## config.mk

```make
export PLATFORM = sky130hd
export DESIGN_NAME = dtmf_pair_classifier
export DESIGN_NICKNAME = d
export VERILOG_FILES = /design/src/rtl/tone_cls_pkg.sv /design/src/rtl/tone_group_timer.sv /design/src/rtl/tone_period_dp.sv /design/src/rtl/tone_track_ctl.sv /design/src/rtl/dtmf_pair_classifier.sv
export SDC_FILE = /design/constraint.sdc
export NUM_CORES = 1
export LEC_CHECK = 0
export BUFFER_PORTS_ARGS = -buffer_cell sky130_fd_sc_hd__buf_2
export CAP_MARGIN = 40
export CORE_UTILIZATION = 51
export DETAILED_ROUTE_END_ITERATION = 7
export PLACE_DENSITY = 0.68
export SYNTH_ARGS = -nofsm -noshare
export SYNTH_HDL_FRONTEND = slang
export SYNTH_SLANG_ARGS = --single-unit
```

## constraint.sdc

```tcl
create_clock -name clk -period 4.82 [get_ports clk]
set_input_delay 0.723 -clock clk [delete_from_list [all_inputs] [get_ports clk]]
set_output_delay 0.723 -clock clk [all_outputs]
set_load 0.1 [all_outputs]
```

## src/rtl/tone_cls_pkg.sv

```systemverilog
package tone_cls_pkg;

  localparam int NUM_TONES = 4;
  localparam int IDX_W     = $clog2(NUM_TONES);

  // strobes from tracker to datapath
  typedef struct packed {
    logic lowCapture;
    logic highCapture;
  } trackStrobe_t;

  // observations from datapath to tracker
  typedef struct packed {
    logic lowRise;
    logic lowHit;
    logic lowSame;
    logic lowStale;
    logic highRise;
    logic highHit;
    logic highSame;
    logic highStale;
    logic highTopCol;
  } periodObs_t;

  function automatic int toneHz(input bit isHigh, input int idx);
    int hz;
    case (idx)
      0: hz = isHigh ? 1209 : 697;
      1: hz = isHigh ? 1336 : 770;
      2: hz = isHigh ? 1477 : 852;
      default: hz = isHigh ? 1633 : 941;
    endcase
    return hz;
  endfunction

  // shortest accepted period: ceil(clk / (hz * (1 + tol)))
  function automatic int winLo(input int clkHz, input int hz, input int tolPm);
    longint num;
    longint den;
    num = longint'(clkHz) * 1000;
    den = longint'(hz) * (1000 + tolPm);
    return int'((num + den - 1) / den);
  endfunction

  // longest accepted period: floor(clk / (hz * (1 - tol)))
  function automatic int winHi(input int clkHz, input int hz, input int tolPm);
    longint num;
    longint den;
    num = longint'(clkHz) * 1000;
    den = longint'(hz) * (1000 - tolPm);
    return int'(num / den);
  endfunction

  function automatic int periodCntW(input int clkHz, input int tolPm);
    return $clog2(winHi(clkHz, toneHz(1'b0, 0), tolPm) + 2);
  endfunction

endpackage

```

## src/rtl/tone_group_timer.sv

```systemverilog
module tone_group_timer
  import tone_cls_pkg::*;
#(
  parameter int CLK_HZ  = 3579545,
  parameter int TOL_PM  = 25,
  parameter bit IS_HIGH = 1'b0,
  parameter int CNT_W   = 13
) (
  input  logic             clk,
  input  logic             rst,
  input  logic             sq,
  input  logic             capture,
  output logic             rise,
  output logic             hit,
  output logic             same,
  output logic             stale,
  output logic [IDX_W-1:0] heldIdx
);

  localparam logic [CNT_W-1:0] CNT_MAX = {CNT_W{1'b1}};
  localparam logic [CNT_W-1:0] STALE_LIM =
    CNT_W'(winHi(CLK_HZ, toneHz(IS_HIGH, 0), TOL_PM));

  logic             sqPrev;
  logic [CNT_W-1:0] cyc;
  logic [NUM_TONES-1:0] inWin;
  logic [IDX_W-1:0] matchIdx;

  assign rise = sq & ~sqPrev;

  always_ff @(posedge clk) begin
    if (rst) begin
      sqPrev <= 1'b0;
      cyc    <= '0;
    end else begin
      sqPrev <= sq;
      if (rise)
        cyc <= CNT_W'(1);
      else if (cyc != CNT_MAX)
        cyc <= cyc + CNT_W'(1);
    end
  end

  for (genvar t = 0; t < NUM_TONES; t++) begin : g_win
    localparam logic [CNT_W-1:0] LO =
      CNT_W'(winLo(CLK_HZ, toneHz(IS_HIGH, t), TOL_PM));
    localparam logic [CNT_W-1:0] HI =
      CNT_W'(winHi(CLK_HZ, toneHz(IS_HIGH, t), TOL_PM));
    assign inWin[t] = (cyc >= LO) && (cyc <= HI);
  end

  always_comb begin
    matchIdx = '0;
    for (int t = 0; t < NUM_TONES; t++)
      if (inWin[t]) matchIdx = IDX_W'(t);
  end

  assign hit   = rise && (|inWin);
  assign same  = (matchIdx == heldIdx);
  assign stale = (cyc > STALE_LIM);

  always_ff @(posedge clk) begin
    if (rst)
      heldIdx <= '0;
    else if (capture)
      heldIdx <= matchIdx;
  end

endmodule

```

## src/rtl/tone_period_dp.sv

```systemverilog
module tone_period_dp
  import tone_cls_pkg::*;
#(
  parameter int CLK_HZ = 3579545,
  parameter int TOL_PM = 25,
  parameter int CNT_W  = 13
) (
  input  logic         clk,
  input  logic         rst,
  input  logic         lowSq,
  input  logic         highSq,
  input  trackStrobe_t strobe,
  output periodObs_t   obs,
  output logic [3:0]   digitCode
);

  logic [IDX_W-1:0] rowIdx;
  logic [IDX_W-1:0] colIdx;

  tone_group_timer #(
    .CLK_HZ(CLK_HZ), .TOL_PM(TOL_PM), .IS_HIGH(1'b0), .CNT_W(CNT_W)
  ) u_low (
    .clk(clk), .rst(rst), .sq(lowSq), .capture(strobe.lowCapture),
    .rise(obs.lowRise), .hit(obs.lowHit), .same(obs.lowSame),
    .stale(obs.lowStale), .heldIdx(rowIdx)
  );

  tone_group_timer #(
    .CLK_HZ(CLK_HZ), .TOL_PM(TOL_PM), .IS_HIGH(1'b1), .CNT_W(CNT_W)
  ) u_high (
    .clk(clk), .rst(rst), .sq(highSq), .capture(strobe.highCapture),
    .rise(obs.highRise), .hit(obs.highHit), .same(obs.highSame),
    .stale(obs.highStale), .heldIdx(colIdx)
  );

  assign obs.highTopCol = (colIdx == IDX_W'(NUM_TONES - 1));

  // keypad order: letter column 13..16 (wraps), bottom row * 0 #
  function automatic logic [3:0] keyCode(input logic [IDX_W-1:0] r,
                                         input logic [IDX_W-1:0] c);
    logic [3:0] k;
    if (c == 2'd3)
      k = 4'd13 + 4'(r);
    else if (r != 2'd3)
      k = 4'(r) * 4'd3 + 4'(c) + 4'd1;
    else begin
      case (c)
        2'd0:    k = 4'd11;
        2'd1:    k = 4'd10;
        default: k = 4'd12;
      endcase
    end
    return k;
  endfunction

  assign digitCode = keyCode(rowIdx, colIdx);

endmodule

```

## src/rtl/tone_track_ctl.sv

```systemverilog
module tone_track_ctl
  import tone_cls_pkg::*;
(
  input  logic         clk,
  input  logic         rst,
  input  logic         inhibitTopCol,
  input  periodObs_t   obs,
  output trackStrobe_t strobe,
  output logic         tonePresent
);

  localparam logic [1:0] RUN_DONE = 2'd2;

  logic [1:0] lowRun;
  logic [1:0] highRun;

  function automatic logic [1:0] nextRun(input logic [1:0] cur,
                                         input logic edgeSeen,
                                         input logic inWindow,
                                         input logic sameIdx,
                                         input logic timedOut);
    logic [1:0] n;
    n = cur;
    if (edgeSeen) begin
      if (!inWindow)
        n = 2'd0;
      else if (sameIdx && cur != 2'd0)
        n = (cur == RUN_DONE) ? RUN_DONE : cur + 2'd1;
      else
        n = 2'd1;
    end else if (timedOut) begin
      n = 2'd0;
    end
    return n;
  endfunction

  assign strobe.lowCapture  = obs.lowRise && obs.lowHit;
  assign strobe.highCapture = obs.highRise && obs.highHit;

  always_ff @(posedge clk) begin
    if (rst) begin
      lowRun  <= 2'd0;
      highRun <= 2'd0;
    end else begin
      lowRun  <= nextRun(lowRun, obs.lowRise, obs.lowHit, obs.lowSame, obs.lowStale);
      highRun <= nextRun(highRun, obs.highRise, obs.highHit, obs.highSame, obs.highStale);
    end
  end

  assign tonePresent = (lowRun == RUN_DONE) && (highRun == RUN_DONE)
                       && !(inhibitTopCol && obs.highTopCol);

endmodule

```

## src/rtl/dtmf_pair_classifier.sv

```systemverilog
module dtmf_pair_classifier
  import tone_cls_pkg::*;
#(
  parameter int CLK_HZ = 3579545,
  parameter int TOL_PM = 25
) (
  input  logic       clk,
  input  logic       rst,
  input  logic       lowSq,
  input  logic       highSq,
  input  logic       inhibitTopCol,
  output logic [3:0] digitCode,
  output logic       tonePresent
);

  localparam int CNT_W = periodCntW(CLK_HZ, TOL_PM);

  trackStrobe_t strobe;
  periodObs_t   obs;

  tone_period_dp #(.CLK_HZ(CLK_HZ), .TOL_PM(TOL_PM), .CNT_W(CNT_W)) u_dp (
    .clk(clk), .rst(rst), .lowSq(lowSq), .highSq(highSq),
    .strobe(strobe), .obs(obs), .digitCode(digitCode)
  );

  tone_track_ctl u_ctl (
    .clk(clk), .rst(rst), .inhibitTopCol(inhibitTopCol),
    .obs(obs), .strobe(strobe), .tonePresent(tonePresent)
  );

endmodule

```

==> flow_metrics.env <==
export IMPL_status="complete, no violations"
export IMPL_drive_above_1_share_pct=8.26
export IMPL_grt_max_degree=14
export IMPL_ir_drop_mv=0.224
export IMPL_crit_top_cell="fa_1"
export IMPL_reg2reg_depth=7
export IMPL_finalMaxSlewViolations=0
export IMPL_period_needed_ns=3.21
export IMPL_crit_fanout=11
export IMPL_clock_latency_ns=0.30
export IMPL_grt_overflow=0
export IMPL_fp_coreArea_mm2=0.00485
export IMPL_nNetsFinal=349
export IMPL_async_flop_share_pct=0
export IMPL_cts_sinks=36
export IMPL_power_density_mw_per_mm2=221
export IMPL_path_cells="fa_1 -> fa_1 -> xnor2_1 -> o21ai_0 -> buf_2"
export IMPL_vias_per_cell=5.76
export IMPL_clockBufferDepth=2
export IMPL_die_w_um=74.0
export IMPL_finClkSkew_ns=0.00815
export IMPL_arrival_ns=2.49
export IMPL_gp_congestion=0.950
export IMPL_row_count=25
export IMPL_yosys_warnings=0
export IMPL_holdPathStages=2
export IMPL_relSlewSlack_pct=53.1
export IMPL_wl_per_cell_um=13.8
export IMPL_rsz0062_at_grt="false"
export IMPL_syn_avg_cell_area_um2=7.88
export IMPL_postCtsSetupBuffers=0
export IMPL_ant_nets=0
export IMPL_ctsResizeCount=0
export IMPL_cts_tree="done"
export IMPL_grt_use_total_pct=21.5
export IMPL_hold_viol_final=0
export IMPL_grt_antenna_before_repair=0
export IMPL_endpoint_kind="primary output"
export IMPL_crit_path_max_incr_delay_ns=0.57
export IMPL_grt_pass1_wl_um=9250
export IMPL_yosysUniqueCellTypes=57
export IMPL_syn_area_mm2=0.00264
export IMPL_cts_clk_slew_worst_paths_ns=0.07
export IMPL_start_util_pct=54.5
export IMPL_critical_path_slowest_cell="dfxtp_1"
export IMPL_total_power_uw=606
export IMPL_drcViolationCount=0
export IMPL_post_route_period_util_pct=66.6
export IMPL_grt_pass1_vias=2062
export IMPL_dr_first_iter_drc_count=103
export IMPL_criticalPathCategory="reg2out"
export IMPL_ios=10
export IMPL_synth_edff_count=0
export IMPL_antenna_cells=0
export IMPL_syn_nets=358
export IMPL_io_buffers=9
export IMPL_required_ns=4.10
export IMPL_cp_start_kind="register"
export IMPL_hold_path_class="reg2reg"
export IMPL_p_leak_nw=1.06
export IMPL_ys_seq_area_share_pct=27.3
export IMPL_fillCellCount=453
export IMPL_tightest_slew_ns=0.697
export IMPL_die_h_um=74.0
export IMPL_multi_input_area_mm2=0.00173
export IMPL_seq_area_um2=721
export IMPL_finalSetupTns_ns=0
export IMPL_holdBufCountCts=0
export IMPL_drt_wl_total_um=5420
export IMPL_post_dp_hpwl_um=3940
export IMPL_dr_pass1_iters=4
export IMPL_setup_viol=0
export IMPL_die_area_mm2=0.00547
export IMPL_area_delta_synth_final_pct=3.79
export IMPL_synthCells=335
export IMPL_vias=2269
export IMPL_cts_root_buf="clkbuf_8"
export IMPL_yosys_most_used_dff="dfxtp_1"
export IMPL_synth_seq_cells=36
export IMPL_clock_fmax_mhz=311
export IMPL_cts_buffers=5
export IMPL_cap_violations=0
export IMPL_htree_num_levels=2
-- flip-flops by register name, summed over array words and instances, names as in the netlist --
register	flops
u_dp.u_high.cyc	13
u_dp.u_low.cyc	13
u_ctl.highRun	2
u_ctl.lowRun	2
u_dp.u_high.heldIdx	2
u_dp.u_low.heldIdx	2
u_dp.u_high.sqPrev	1
u_dp.u_low.sqPrev	1
-- kinds of logic after synthesis --
family | count (synthesis) | share of synthesized area [%]
AOI/OAI and AO/OA | 75 | 20.2
xor gates and xnor gates | 24 | 7.96
adders and majority gates | 18 | 9.10
buffers and inverters | 40 | 7.30
DFF | 36 | 27.3
muxes | 2 | 0.758
and+or+nand+nor | 140 | 27.4
-- Yosys cell counts, types with 2 or more instances --
master	number	area (um2)
nor2_1	40	150
dfxtp_1	36	721
nand2_1	29	109
a21oi_1	18	90.1
o21ai_0	17	85.1
ha_1	16	200
inv_1	15	56.3
nand3_1	15	75.1
xor2_1	15	131
buf_2	11	55.1
nand2b_1	10	62.6
clkbuf_1	9	33.8
xnor2_1	9	78.8
and3_1	8	50.1
nand4_1	8	50.1
nor2b_1	8	50.1
nor3_1	5	25.0
o31ai_1	5	37.5
a211o_1	4	35.0
a31oi_1	4	25.0
a21o_1	3	22.5
buf_4	3	22.5
nor4_1	3	18.8
a211oi_1	2	15.0
a21boi_0	2	15.0
a221oi_1	2	17.5
a22oi_1	2	15.0
fa_1	2	40.0
mux2i_1	2	20.0
nand3b_1	2	15.0
nor4_2	2	25.0
o21a_1	2	15.0
o41ai_2	2	32.5
-- cell type report --
type,instances,share of cell area [%]
multi-input combinational,259,63.0
sequential,36,26.3
tap,67,3.06
clock buffer,6,2.65
inverter,15,2.05
timing repair buffer,9,1.64
clock inverter,2,1.28
-- worst max-delay path: cells and delay by family (launching register included) --
kind	cells	cell delay, ns
buffers and inverters	1	0.44
adder cells (fa/ha/maj)	2	0.93
flip-flops	1	0.57
AO/OA/AOI/OAI	1	0.12
XOR/XNOR	1	0.13
-- final timing paths --
| path | end | slack [ns] | startpoint |
|---|---|---|---|
| worst max-delay path | digitCode[2] | 1.61 | u_dp.u_high.heldIdx[1]$_SDFFE_PP0P_ |
| worst min-delay path | u_ctl.highRun[0]$_SDFFE_PP0P_ | 0.48 | u_ctl.highRun[0]$_SDFFE_PP0P_ |
| worst max register to register | u_dp.u_high.cyc[11]$_SDFFE_PP0P_ | 2.31 | u_dp.u_high.cyc[2]$_SDFFE_PP0P_ |
| worst min register to register | u_ctl.highRun[0]$_SDFFE_PP0P_ | 0.48 | u_ctl.highRun[0]$_SDFFE_PP0P_ |
-- through the flow --
stage               cell area, um2  setup WS (ns)  std cells  utilization, %  hold slack [ns]
floorplan                     2640          0.553        335               -            0.444
global placement              2630           1.95        386            54.3            0.466
detailed placement            2630           1.91        386            54.3            0.474
CTS                           2740           1.59        394            56.5            0.484
global route                  2740           1.41        394            56.5            0.519
finish                        2740           1.61        394            56.5            0.481
-- per-layer routing --
layer	vias up	track usage [%]	wire (um)
li1	1153	-	-
met4	0	7.26	85
met3	11	3.93	203
met5	-	0	0
met2	51	35.9	2630
met1	1054	28.1	2500
-- power by group --
group | internal [mW] | switching [mW] | leakage (nW)
Sequential | 0.301 | 0.00784 | 0.291
Clock | 0.154 | 0.116 | 0.0552
Combinational | 0.0104 | 0.0174 | 0.712
-- cells in the final DEF (no fill, tap or decap), types with 2 or more instances in the layout --
| cell type | Yosys | final |
|---|---|---|
| nor4_2 | 2 | 2 |
| nor2b_1 | 8 | 8 |
| o21a_1 | 2 | 2 |
| a21boi_0 | 2 | 2 |
| inv_1 | 15 | 15 |
| nand2_1 | 29 | 29 |
| nor3_1 | 5 | 5 |
| dfxtp_1 | 36 | 36 |
| a211oi_1 | 2 | 2 |
| nand3_1 | 15 | 15 |
| a21oi_1 | 18 | 18 |
| mux2i_1 | 2 | 2 |
| a21o_1 | 3 | 3 |
| ha_1 | 16 | 16 |
| o41ai_2 | 2 | 2 |
| nand3b_1 | 2 | 2 |
| nor2_1 | 40 | 40 |
| and3_1 | 8 | 8 |
| xor2_1 | 15 | 15 |
| o31ai_1 | 5 | 5 |
| clkbuf_8 | 1 | 5 |
| a31oi_1 | 4 | 4 |
| nand4_1 | 8 | 8 |
| a221oi_1 | 2 | 2 |
| fa_1 | 2 | 2 |
| a22oi_1 | 2 | 2 |
| nand2b_1 | 10 | 10 |
| nor4_1 | 3 | 3 |
| buf_2 | 11 | 9 |
| o21ai_0 | 17 | 17 |
| a211o_1 | 4 | 4 |
| xnor2_1 | 9 | 9 |
Note: power is estimated with default switching activity, not from simulation.
